--- src/rtl/dpair_pkg.sv ---
package dpair_pkg;
   localparam int REGW = 4;
   localparam int TAGW = 8;
   localparam int LATW = 3;

   typedef struct packed {
      logic [TAGW-1:0] tag;
      logic            shr;
      logic [LATW-1:0] lat;
      logic            wr;
      logic [REGW-1:0] dst;
      logic [REGW-1:0] src1;
      logic [REGW-1:0] src0;
   } dp_instr_t;

   localparam int INSTR_W = $bits(dp_instr_t);
endpackage

--- src/rtl/dpair_buf.sv ---
// Ring store with three pointers: retire <= issue <= tail.
// [retire, issue) is the replay region, [issue, tail) the pending region.
module dpair_buf
   import dpair_pkg::*;
#(
   parameter int DEPTH = 8
) (
   input  logic      clk,
   input  logic      rst_n,
   input  logic [1:0] push_n,
   input  dp_instr_t push0,
   input  dp_instr_t push1,
   input  logic [1:0] pop_n,
   input  logic      retire,
   input  logic      replay,
   output dp_instr_t head0,
   output dp_instr_t head1,
   output logic      avail0,
   output logic      avail1,
   output logic      room
);
   localparam int PW = $clog2(DEPTH);

   dp_instr_t mem_q [DEPTH];
   logic [PW:0] ret_q, iss_q, tail_q, ret_nxt;
   logic [PW:0] pend, inflt, used;

   assign pend  = tail_q - iss_q;
   assign inflt = iss_q - ret_q;
   assign used  = tail_q - ret_q;

   assign avail0 = (pend != '0);
   assign avail1 = (pend > (PW+1)'(1));
   assign room   = (used <= (PW+1)'(DEPTH - 2));

   assign ret_nxt = ret_q + (PW+1)'((retire && inflt != '0) ? 1 : 0);

   assign head0 = mem_q[iss_q[PW-1:0]];
   assign head1 = mem_q[iss_q[PW-1:0] + PW'(1)];

   always_ff @(posedge clk) begin
      if (!rst_n) begin
         ret_q  <= '0;
         iss_q  <= '0;
         tail_q <= '0;
      end else begin
         ret_q  <= ret_nxt;
         tail_q <= tail_q + (PW+1)'(push_n);
         iss_q  <= replay ? ret_nxt : iss_q + (PW+1)'(pop_n);
      end
   end

   always_ff @(posedge clk) begin
      if (push_n != 2'd0) mem_q[tail_q[PW-1:0]] <= push0;
      if (push_n == 2'd2) mem_q[tail_q[PW-1:0] + PW'(1)] <= push1;
   end
endmodule

--- src/rtl/dpair_sb.sv ---
// Per-register countdown of cycles until the pending result is usable.
module dpair_sb
   import dpair_pkg::*;
#(
   parameter int NREG = 16
) (
   input  logic            clk,
   input  logic            rst_n,
   input  logic            clear,
   input  logic            set0_en,
   input  logic [REGW-1:0] set0_reg,
   input  logic [LATW-1:0] set0_cnt,
   input  logic            set1_en,
   input  logic [REGW-1:0] set1_reg,
   input  logic [LATW-1:0] set1_cnt,
   output logic [NREG-1:0] ready
);
   for (genvar r = 0; r < NREG; r++) begin : g_reg
      logic [LATW-1:0] cnt_q;
      always_ff @(posedge clk) begin
         if (!rst_n)                                   cnt_q <= '0;
         else if (clear)                               cnt_q <= '0;
         else if (set0_en && set0_reg == REGW'(r))     cnt_q <= set0_cnt;
         else if (set1_en && set1_reg == REGW'(r))     cnt_q <= set1_cnt;
         else if (cnt_q != '0)                         cnt_q <= cnt_q - 1'b1;
      end
      assign ready[r] = (cnt_q == '0);
   end
endmodule

--- src/rtl/dpair_pick.sv ---
// Decides how many of the two oldest pending instructions go out.
module dpair_pick
   import dpair_pkg::*;
#(
   parameter int NREG = 16
) (
   input  dp_instr_t       h0,
   input  dp_instr_t       h1,
   input  logic            av0,
   input  logic            av1,
   input  logic            replay,
   input  logic [NREG-1:0] rdy,
   output logic            go0,
   output logic            go1
);
   logic ok0, ok1, raw, waw, both_shr;

   always_comb begin
      ok0      = rdy[h0.src0] && rdy[h0.src1];
      ok1      = rdy[h1.src0] && rdy[h1.src1];
      raw      = h0.wr && (h1.src0 == h0.dst || h1.src1 == h0.dst);
      waw      = h0.wr && h1.wr && (h0.dst == h1.dst);
      both_shr = h0.shr && h1.shr;
      go0      = av0 && !replay && ok0;
      go1      = go0 && av1 && ok1 && !raw && !waw && !both_shr;
   end
endmodule

--- src/rtl/dpair_top.sv ---
module dpair_top
   import dpair_pkg::*;
#(
   parameter int DEPTH = 8
) (
   input  logic               clk,
   input  logic               rst_n,
   input  logic               in_valid0,
   input  logic [INSTR_W-1:0] in_instr0,
   input  logic               in_valid1,
   input  logic [INSTR_W-1:0] in_instr1,
   output logic               in_ready,
   output logic               iss0_valid,
   output logic [INSTR_W-1:0] iss0_instr,
   output logic               iss1_valid,
   output logic [INSTR_W-1:0] iss1_instr,
   input  logic               retire_valid,
   input  logic               replay_req
);
   localparam int NREG = 1 << REGW;

   if (DEPTH < 4 || (DEPTH & (DEPTH - 1)) != 0) begin : g_bad_depth
      $error("dpair_top: DEPTH must be a power of two and at least 4");
   end

   function automatic logic [LATW-1:0] wait_of(input logic [LATW-1:0] l);
      return (l == '0) ? '0 : l - 1'b1;
   endfunction

   dp_instr_t       h0, h1;
   logic            av0, av1, room, go0, go1;
   logic [NREG-1:0] rdy;
   logic [1:0]      push_n, pop_n;

   assign push_n = (room && in_valid0) ? (in_valid1 ? 2'd2 : 2'd1) : 2'd0;
   assign pop_n  = {1'b0, go0} + {1'b0, go1};

   dpair_buf #(.DEPTH(DEPTH)) i_buf (
      .clk    (clk),
      .rst_n  (rst_n),
      .push_n (push_n),
      .push0  (dp_instr_t'(in_instr0)),
      .push1  (dp_instr_t'(in_instr1)),
      .pop_n  (pop_n),
      .retire (retire_valid),
      .replay (replay_req),
      .head0  (h0),
      .head1  (h1),
      .avail0 (av0),
      .avail1 (av1),
      .room   (room)
   );

   dpair_sb #(.NREG(NREG)) i_sb (
      .clk      (clk),
      .rst_n    (rst_n),
      .clear    (replay_req),
      .set0_en  (go0 && h0.wr),
      .set0_reg (h0.dst),
      .set0_cnt (wait_of(h0.lat)),
      .set1_en  (go1 && h1.wr),
      .set1_reg (h1.dst),
      .set1_cnt (wait_of(h1.lat)),
      .ready    (rdy)
   );

   dpair_pick #(.NREG(NREG)) i_pick (
      .h0     (h0),
      .h1     (h1),
      .av0    (av0),
      .av1    (av1),
      .replay (replay_req),
      .rdy    (rdy),
      .go0    (go0),
      .go1    (go1)
   );

   assign in_ready   = room;
   assign iss0_valid = go0;
   assign iss0_instr = h0;
   assign iss1_valid = go1;
   assign iss1_instr = h1;
endmodule

--- config.mk ---
export PLATFORM = sky130hd
export DESIGN_NAME = dpair_top
export DESIGN_NICKNAME = d
export VERILOG_FILES = /design/src/rtl/dpair_pkg.sv /design/src/rtl/dpair_buf.sv /design/src/rtl/dpair_sb.sv /design/src/rtl/dpair_pick.sv /design/src/rtl/dpair_top.sv
export SDC_FILE = /design/constraint.sdc
export NUM_CORES = 1
export LEC_CHECK = 0
export ABC_AREA = 1
export BUFFER_PORTS_ARGS = -buffer_cell sky130_fd_sc_hd__buf_2
export CAP_MARGIN = 20
export CORE_MARGIN = 2
export CORE_UTILIZATION = 56
export DETAILED_ROUTE_END_ITERATION = 16
export GPL_TIMING_DRIVEN = 0
export PLACE_DENSITY = 0.72
export SLEW_MARGIN = 30
export SYNTH_ARGS = -nofsm -noshare
export SYNTH_HDL_FRONTEND = slang
export SYNTH_SLANG_ARGS = --single-unit
--- constraint.sdc ---
create_clock -name clk -period 11 [get_ports clk]
set_clock_uncertainty 0.15 [all_clocks]
set_input_delay 1.1 -clock clk [delete_from_list [all_inputs] [get_ports clk]]
set_output_delay 1.1 -clock clk [all_outputs]
set_load 0.005 [all_outputs]
Yosys cells after proc, flatten, opt, wreduce, memory -nomap -nowiden
Memory sizes are Yosys's and may differ from the RTL's. A register that Yosys moved wholly into a read port is not among the register bits.
Index checks and enable logic that the tools add are counted.
- $add $sub $neg: 27
- $lt $le $gt $ge: 6
- equality and inequality tests: 34
- muxes and demuxes: 67
- bitwise gates (word level): 1
- reduce and logical (&&, ||, !) cells: 110
- operators with widths (cell ; number):
    $mux 3 ; 51
    $reduce_bool 3->1 ; 32
    $eq 4x4->1 const B ; 16
    $logic_not 3->1 ; 18
    $sub 3x1->3 const B ; 18
    $logic_and 1x1->1 ; 49
    $eq 4x3->1 const B ; 8
    $lt 4x5->1 const B ; 4
    $bmux 1 s4 ; 4
    $eq 4x2->1 const B ; 4
    $eq 4x4->1 ; 3
    $sub 4x4->4 ; 3
    $mux 1 ; 9
    $add 4x2->4 ; 2
    $eq 4x1->1 const B ; 2
    $logic_not 4->1 ; 2
    $reduce_bool 4->1 ; 2
    $add 3x1->3 const B ; 2
    $add 4x4->4 ; 1
    $gt 4x1->1 const B ; 1
    $le 4x3->1 const B ; 1
    $logic_not 1->1 ; 4
    $mux 2 ; 2
    $mux 4 ; 1
    other kinds (6) ; 6
- flip-flop bits (word level): 60
- bits in writable memories: 200
- output and inout port bits: 53
- word-level logic and storage cells: 265
- memories: 1
- memory list (name ; words ; width ; rd ports ; clocked after Yosys merged registers in ; write ports ; line ; text):
    i_buf.mem_q ; 8 ; 25 ; 2 ; 1 ; 2 ; dpair_buf.sv:24 ; dp_instr_t mem_q [DEPTH];

Logic depth before layout (Yosys ltp)
- word-level depth: 14
- depth in mapped cells: 26

By module
From an unflattened synthesis, not the netlist that was laid out.
- cells, all modules: 2587
- area, all modules: 18695.4 µm²
- modules (own cells, without submodules) (module ; instances ; cells each ; area each (µm²)):
    dpair_buf ; 1 ; 1689 ; 13680.6
    dpair_sb ; 1 ; 652 ; 3931.3
    dpair_pick ; 1 ; 220 ; 957.2
    dpair_top ; 1 ; 26 ; 126.4

Least setup slack after synthesis
OpenSTA, ideal clock, no wires.
- kind: register to register
- start point: reg i_buf.tail_q[0]
- end point: mem i_buf.mem_q[2][0] (netlist name) (enable)
- setup time: 0.442 ns
- data arrival time: 3.978 ns
- slack: 6.430 ns
- stages on the path, launching flop included: 11
- period minus slack after synthesis: 4.570 ns
- cells stage by stage: dfxtp_1 clkbuf_1 clkinv_1 ha_1 fa_1 nor2_1 a31oi_1 nand2_1 inv_1 nand3_1 o21ai_0
- RTL lines (what ; line ; text):
    from (decl) ; dpair_buf.sv:25 ; logic [PW:0] ret_q, iss_q, tail_q, ret_nxt;
    from (signal assigned) ; dpair_buf.sv:48 ; tail_q <= tail_q + (PW+1)'(push_n);
    to (decl) ; dpair_buf.sv:24 ;

Worst setup path in the final report
- start point: reg i_buf.iss_q[1]
- end point: out iss1_valid
- cells in the longest elaborated chain, start to end: 9
- elaborated cells between the ends (all ways): 28
- those cells by class: 2 x add/sub; 1 x order compare; 3 x eq/ne; 4 x mux; 17 x reduce/logical; 1 x memory
- ends and longest elaborated chain (what ; line ; text):
    from (decl) ; dpair_buf.sv:25 ;
    from (signal assigned) ; dpair_buf.sv:49 ; iss_q <= replay ? ret_nxt : iss_q + (PW+1)'(pop_n);
    $add 3x1->3 or $sub 4x4->4 (tied branches) ; dpair_buf.sv:39, dpair_buf.sv:28 ;
    $mem_v2 8x25 or $reduce_bool 4->1 (tied branches) ; -- ;
    $bmux 1 s4, or another cell as far along ; dpair_pick.sv:20 ; ok1 = rdy[h1.src0] && rdy[h1.src1];
    $mux 1 (not written as such), or another cell as far along ; dpair_pick.sv:20 ;
    $logic_and 1x1->1, on equally long branches ; dpair_pick.sv:20, dpair_pick.sv:21, dpair_pick.sv:25 ;
    $logic_and 1x1->1 or $logic_not 1->1 (tied branches) ; dpair_pick.sv:25 ; go1 = go0 && av1 && ok1 && !raw && !waw && !both_shr;
    $logic_and 1x1->1 (2 in a row) ; dpair_pick.sv:25 ;
    $logic_and 1x1->1 (*) ; dpair_pick.sv:25 ;
    to (decl) ; dpair_top.sv:15 ; output logic iss1_valid,
Mark *: on every way between the ends. The rest lies on a longest branch, timed or not. The select of a mux whose other input is x is not followed.

==> flow_results.org <==
** Timing
- Aggregate negative setup slack :: 0 ns
- Normalized max-slew margin :: 0.352
- Number of endpoints failing setup at the final stage :: 0
- Number of hold-slack violations in the final timing report :: 0
- Smallest setup slack after layout :: 4.25 ns
- For the pin with the worst max-slew slack, the measured transition is 0.969 ns.
- Final min period :: roughly 6.8 ns
- The number of pins exceeding their max-slew limit in the final report is 0.
- Highest clock rate :: about 150 MHz
- Setup repair after global routing left no endpoint under its margin.
- Tcrit/Tclk final :: 0.614

** Global route
- Total global-route track usage :: 0.414
- The initial antenna violation count came to 1.
- Via count of the first global-routing pass :: about 19000
- Summed over all layers, the global routing overflow is 0.
- Global-route wire length before repair :: between 100000 and 150000 µm
- Entering global routing, the biggest net connects 17 pins.

** Worst setup path
- STA puts the critical path data required time at approximately 10 ns.
- Worst-case register-to-register setup slack :: just under 5 ns
- The critical path is of the reg -> out type.
- Nature of the critical path startpoint :: register
- Data arrives at the worst endpoint at between 5 and 6 ns.
- Capturing element type of the critical path :: output port
- Along the worst path, the maximum fanout reaches 11.

** Clocking
- Counting every sink on the clock net gives 260.
- In this run, CTS created clock tree buffers numbering 29.
- Once the clock tree was built, the resizer swapped 0 gates to a different size.
- Clk root buf :: sky130_fd_sc_hd__clkbuf_16
- After clock tree synthesis, the clock-pin slew on the worst setup and hold paths is about 0.060 ns.
- TritonCTS clock tree :: done
- Number of hold buffers added after cts :: 0
- Once the clock tree was built, the setup fixing pass inserted 0 buffers.
- No sink is reached through more buffers than the 3 on the longest clock path.
- In this run the number of H-tree levels came out at 1.
- Clock latency on the worst-skew pair :: ~0.59 ns

** Die
- The die is roughly 190 µm tall.
- From left edge to right edge, the die measures 186 µm.
- The floorplan step defined a die boundary enclosing ~35000 µm².
- about 110 I/O pins were placed.
- The floorplan step defined a core boundary enclosing 32600 µm².
- Starting density of the core :: 0.569
- The floorplan has 66 rows.

** Logic synthesis
- Of the post-synthesis cell area, the dominant cell type holds 0.323.
- Count of flip-flops with a built-in enable after synthesis :: 200
- The mapped netlist covers approximately 19000 µm².
- Flip-flop cell with the highest count after synthesis :: sky130_fd_sc_hd__edfxtp_1
- Counting every net in the synthesized netlist gives between 2000 and 3000.
- Sequential element share of the synthesized area :: 0.388
- Yosys printed 0 warnings.
- Synthesized netlist cell count :: ~2700
- The synthesized netlist contains between 40 and 50 unique library cells.
- Post-synth ARST share :: 0
- Synthesis-stage register bit count :: 260
- Averaged over all synthesized cells, the footprint is around 7.0 µm².
- Cell type contributing the most total cell area after synthesis :: sky130_fd_sc_hd__edfxtp_1
- Area contributors post-synth :: sky130_fd_sc_hd__edfxtp_1, sky130_fd_sc_hd__nand2_1, sky130_fd_sc_hd__o21ai_0

** Detailed routing
- The first detailed-routing pass took 6 iterations.
- For this run, design rule violations remaining after detail routing come to 0.
- Wires add up to just over 70000 µm.
- For this block, the initial DRC count from the detailed router was 2906.
- In the final routed layout, each cell accounts on average for around 22 µm.
- Antenna Nets Post-Route :: 0
- Via total after detailed routing :: around 20000
- Dividing the detail-routed via count by the number of cells gives approximately 6.

** Power
- For this design the ratio of total power to cell area is 309 nW/µm².
- Net switching share of the total power :: 0.536
- Part of the power in the clock network :: 0.156
- The share of total power dissipated in sequential elements is 0.211.
- Cell leakage power :: 9.73 nW
- The share of total power dissipated in combinational logic is 0.634.
- VDD sags by at most between 0.2 and 0.3 mV.
- Internal :: between 0.002 and 0.003 W
- In this run the power spent charging and discharging nets is 0.00344 W.

** Layout
- Area grow syn2layout :: 12.0%
- After the last flow step, the layout net total stands at around 2900.
- Share of layout cells above drive strength 1 :: 0.0881

** Worst hold path
- In this run the worst hold path is classified as reg -> reg.

** Placed design
- Port Buffer Count :: 83
- OpenSTA, run right after detailed placement, puts the worst setup slack at about 5 ns.
- Gpl congestion :: between 0.9 and 1
- Detailed placement ended at an HPWL of roughly 52000 µm.

** Job
- The tool flagged a number of max-cap violations equal to 0.

** Outcome
- The run finished with clean final reports.
[cells in the mapped netlist (2+ instances only)]
| cell | number |
|---|---|
| sky130_fd_sc_hd__a21oi_1 | 119 |
| sky130_fd_sc_hd__a31oi_1 | 18 |
| sky130_fd_sc_hd__buf_1 | 8 |
| sky130_fd_sc_hd__buf_2 | 26 |
| sky130_fd_sc_hd__buf_4 | 12 |
| sky130_fd_sc_hd__buf_6 | 15 |
| sky130_fd_sc_hd__clkbuf_1 | 80 |
| sky130_fd_sc_hd__clkbuf_2 | 24 |
| sky130_fd_sc_hd__clkinv_1 | 4 |
| sky130_fd_sc_hd__dfxtp_1 | 60 |
| sky130_fd_sc_hd__edfxtp_1 | 200 |
| sky130_fd_sc_hd__fa_1 | 4 |
| sky130_fd_sc_hd__ha_1 | 48 |
| sky130_fd_sc_hd__inv_1 | 275 |
| sky130_fd_sc_hd__nand2_1 | 812 |
| sky130_fd_sc_hd__nand2_2 | 6 |
| sky130_fd_sc_hd__nand2_4 | 2 |
| sky130_fd_sc_hd__nand3_1 | 214 |
| sky130_fd_sc_hd__nand3_2 | 5 |
| sky130_fd_sc_hd__nand3b_1 | 2 |
| sky130_fd_sc_hd__nand4_1 | 79 |
| sky130_fd_sc_hd__nand4_2 | 7 |
| sky130_fd_sc_hd__nand4_4 | 3 |
| sky130_fd_sc_hd__nor2_1 | 204 |
| sky130_fd_sc_hd__nor2_4 | 3 |
| sky130_fd_sc_hd__nor3_1 | 3 |
| sky130_fd_sc_hd__o211ai_1 | 25 |
| sky130_fd_sc_hd__o21a_1 | 2 |
| sky130_fd_sc_hd__o21ai_0 | 357 |
| sky130_fd_sc_hd__o21ai_1 | 7 |
| sky130_fd_sc_hd__o21bai_1 | 2 |
| sky130_fd_sc_hd__xnor2_1 | 8 |
| sky130_fd_sc_hd__xor2_1 | 20 |
[worst paths after layout]
| kind | cells after the start | end | startpoint |
|---|---|---|---|
| worst min-delay path | 1 | i_buf.tail_q[3]$_SDFF_PN0_ | i_buf.tail_q[3]$_SDFF_PN0_ |
| worst min register to register | 1 | i_buf.tail_q[3]$_SDFF_PN0_ | i_buf.tail_q[3]$_SDFF_PN0_ |
| worst max register to register | 12 | i_buf.mem_q[4][11]$_DFFE_PP_ | i_buf.tail_q[0]$_SDFF_PN0_ |
| worst max-delay path | 16 | iss1_valid | i_buf.iss_q[1]$_SDFF_PN0_ |
[placed cells by master, fill, tap and decap left out, types with 24 or more instances in the layout]
cell type	instances
sky130_fd_sc_hd__clkbuf_2	24
sky130_fd_sc_hd__nand3_1	214
sky130_fd_sc_hd__edfxtp_1	200
sky130_fd_sc_hd__clkbuf_1	84
sky130_fd_sc_hd__buf_2	109
sky130_fd_sc_hd__ha_1	48
sky130_fd_sc_hd__o21ai_0	349
sky130_fd_sc_hd__clkbuf_16	29
sky130_fd_sc_hd__inv_1	275
sky130_fd_sc_hd__nand2_1	812
sky130_fd_sc_hd__dfxtp_1	60
sky130_fd_sc_hd__o211ai_1	25
sky130_fd_sc_hd__nand4_1	79
sky130_fd_sc_hd__a21oi_1	119
sky130_fd_sc_hd__nor2_1	204
[layout make-up]
cell class | count | area (µm²)
Sequential cell | 260 | 7210
Inverter | 281 | 1060
Tap cell | 442 | 553
Buffer | 165 | 840
Clock inverter | 16 | 194
Fill cell | 3034 | 11800
Multi-Input combinational cell | 1958 | 9560
Clock buffer | 33 | 741
Antenna cell | 1 | 2.50
Timing Repair Buffer | 92 | 651
[worst max-delay path, stage by stage, from the launching register on]
cell	delay, ns
sky130_fd_sc_hd__dfxtp_1	0.52
sky130_fd_sc_hd__inv_2	0.29
sky130_fd_sc_hd__clkbuf_1	0.51
sky130_fd_sc_hd__clkbuf_1	0.64
sky130_fd_sc_hd__clkbuf_1	0.60
sky130_fd_sc_hd__ha_1	0.36
sky130_fd_sc_hd__nand3_1	0.08
sky130_fd_sc_hd__nand2_1	0.07
sky130_fd_sc_hd__xor2_1	0.14
sky130_fd_sc_hd__nor3_1	0.55
sky130_fd_sc_hd__a21o_1	0.26
sky130_fd_sc_hd__nor2_1	0.11
sky130_fd_sc_hd__and2_1	0.14
sky130_fd_sc_hd__nand2_1	0.14
sky130_fd_sc_hd__nor2_4	0.08
sky130_fd_sc_hd__buf_2	0.23
sky130_fd_sc_hd__buf_2	0.16
[power groups by stage]
stage / registers (W) / clock network (W) / logic [W]
2_1_floorplan: 0.00134 / 0 / 0.00251
3_3_place_gp: 0.00139 / 0 / 0.00374
3_5_place_dp: 0.00137 / 0 / 0.00388
4_1_cts: 0.00135 / 0.000996 / 0.00390
5_1_grt: 0.00136 / 0.00103 / 0.00437
6_report: 0.00135 / 0.000999 / 0.00407
[cells by family after synthesis]
kind of cell	share of synthesized area
DFF	0.388
adders and majority gates	0.0367
AOI/OAI and AO/OA	0.149
and+or+nand+nor	0.308
xor gates and xnor gates	0.0156
buffers and inverters	0.102
[through the flow]
stage,instance area [µm²],total power (W),std cells,hold WS (ns),util
floorplan,18600,0.00385,2664,0.316,-
CTS,20800,0.00624,3247,0.373,0.638
global route,20800,0.00677,3247,0.402,0.638
finish,20800,0.00642,3248,0.368,0.638
detailed placement,19900,0.00525,3198,0.360,0.609
global placement,19500,0.00512,3189,0.345,0.599
[per-layer routing]
| metal | share of wire | vias up | wire length [µm] | track usage |
|---|---|---|---|---|
| met4 | 0.055 | 2 | 3890 | 0.216 |
| met3 | 0.13 | 312 | 9350 | 0.0832 |
| met1 | 0.37 | 9093 | 26500 | 0.538 |
| met2 | 0.44 | 1555 | 31600 | 0.653 |
| li1 | - | 9083 | - | - |
| met5 | 0.00015 | - | 11 | 0 |
[state kept, by name, indices dropped and copies added (netlist names)]
name,cells
i_buf.tail_q,4
i_buf.iss_q,4
i_buf.ret_q,4
i_buf.mem_q,200
i_sb.g.cnt_q,48
No activity file was read; power rests on OpenSTA's default activity.
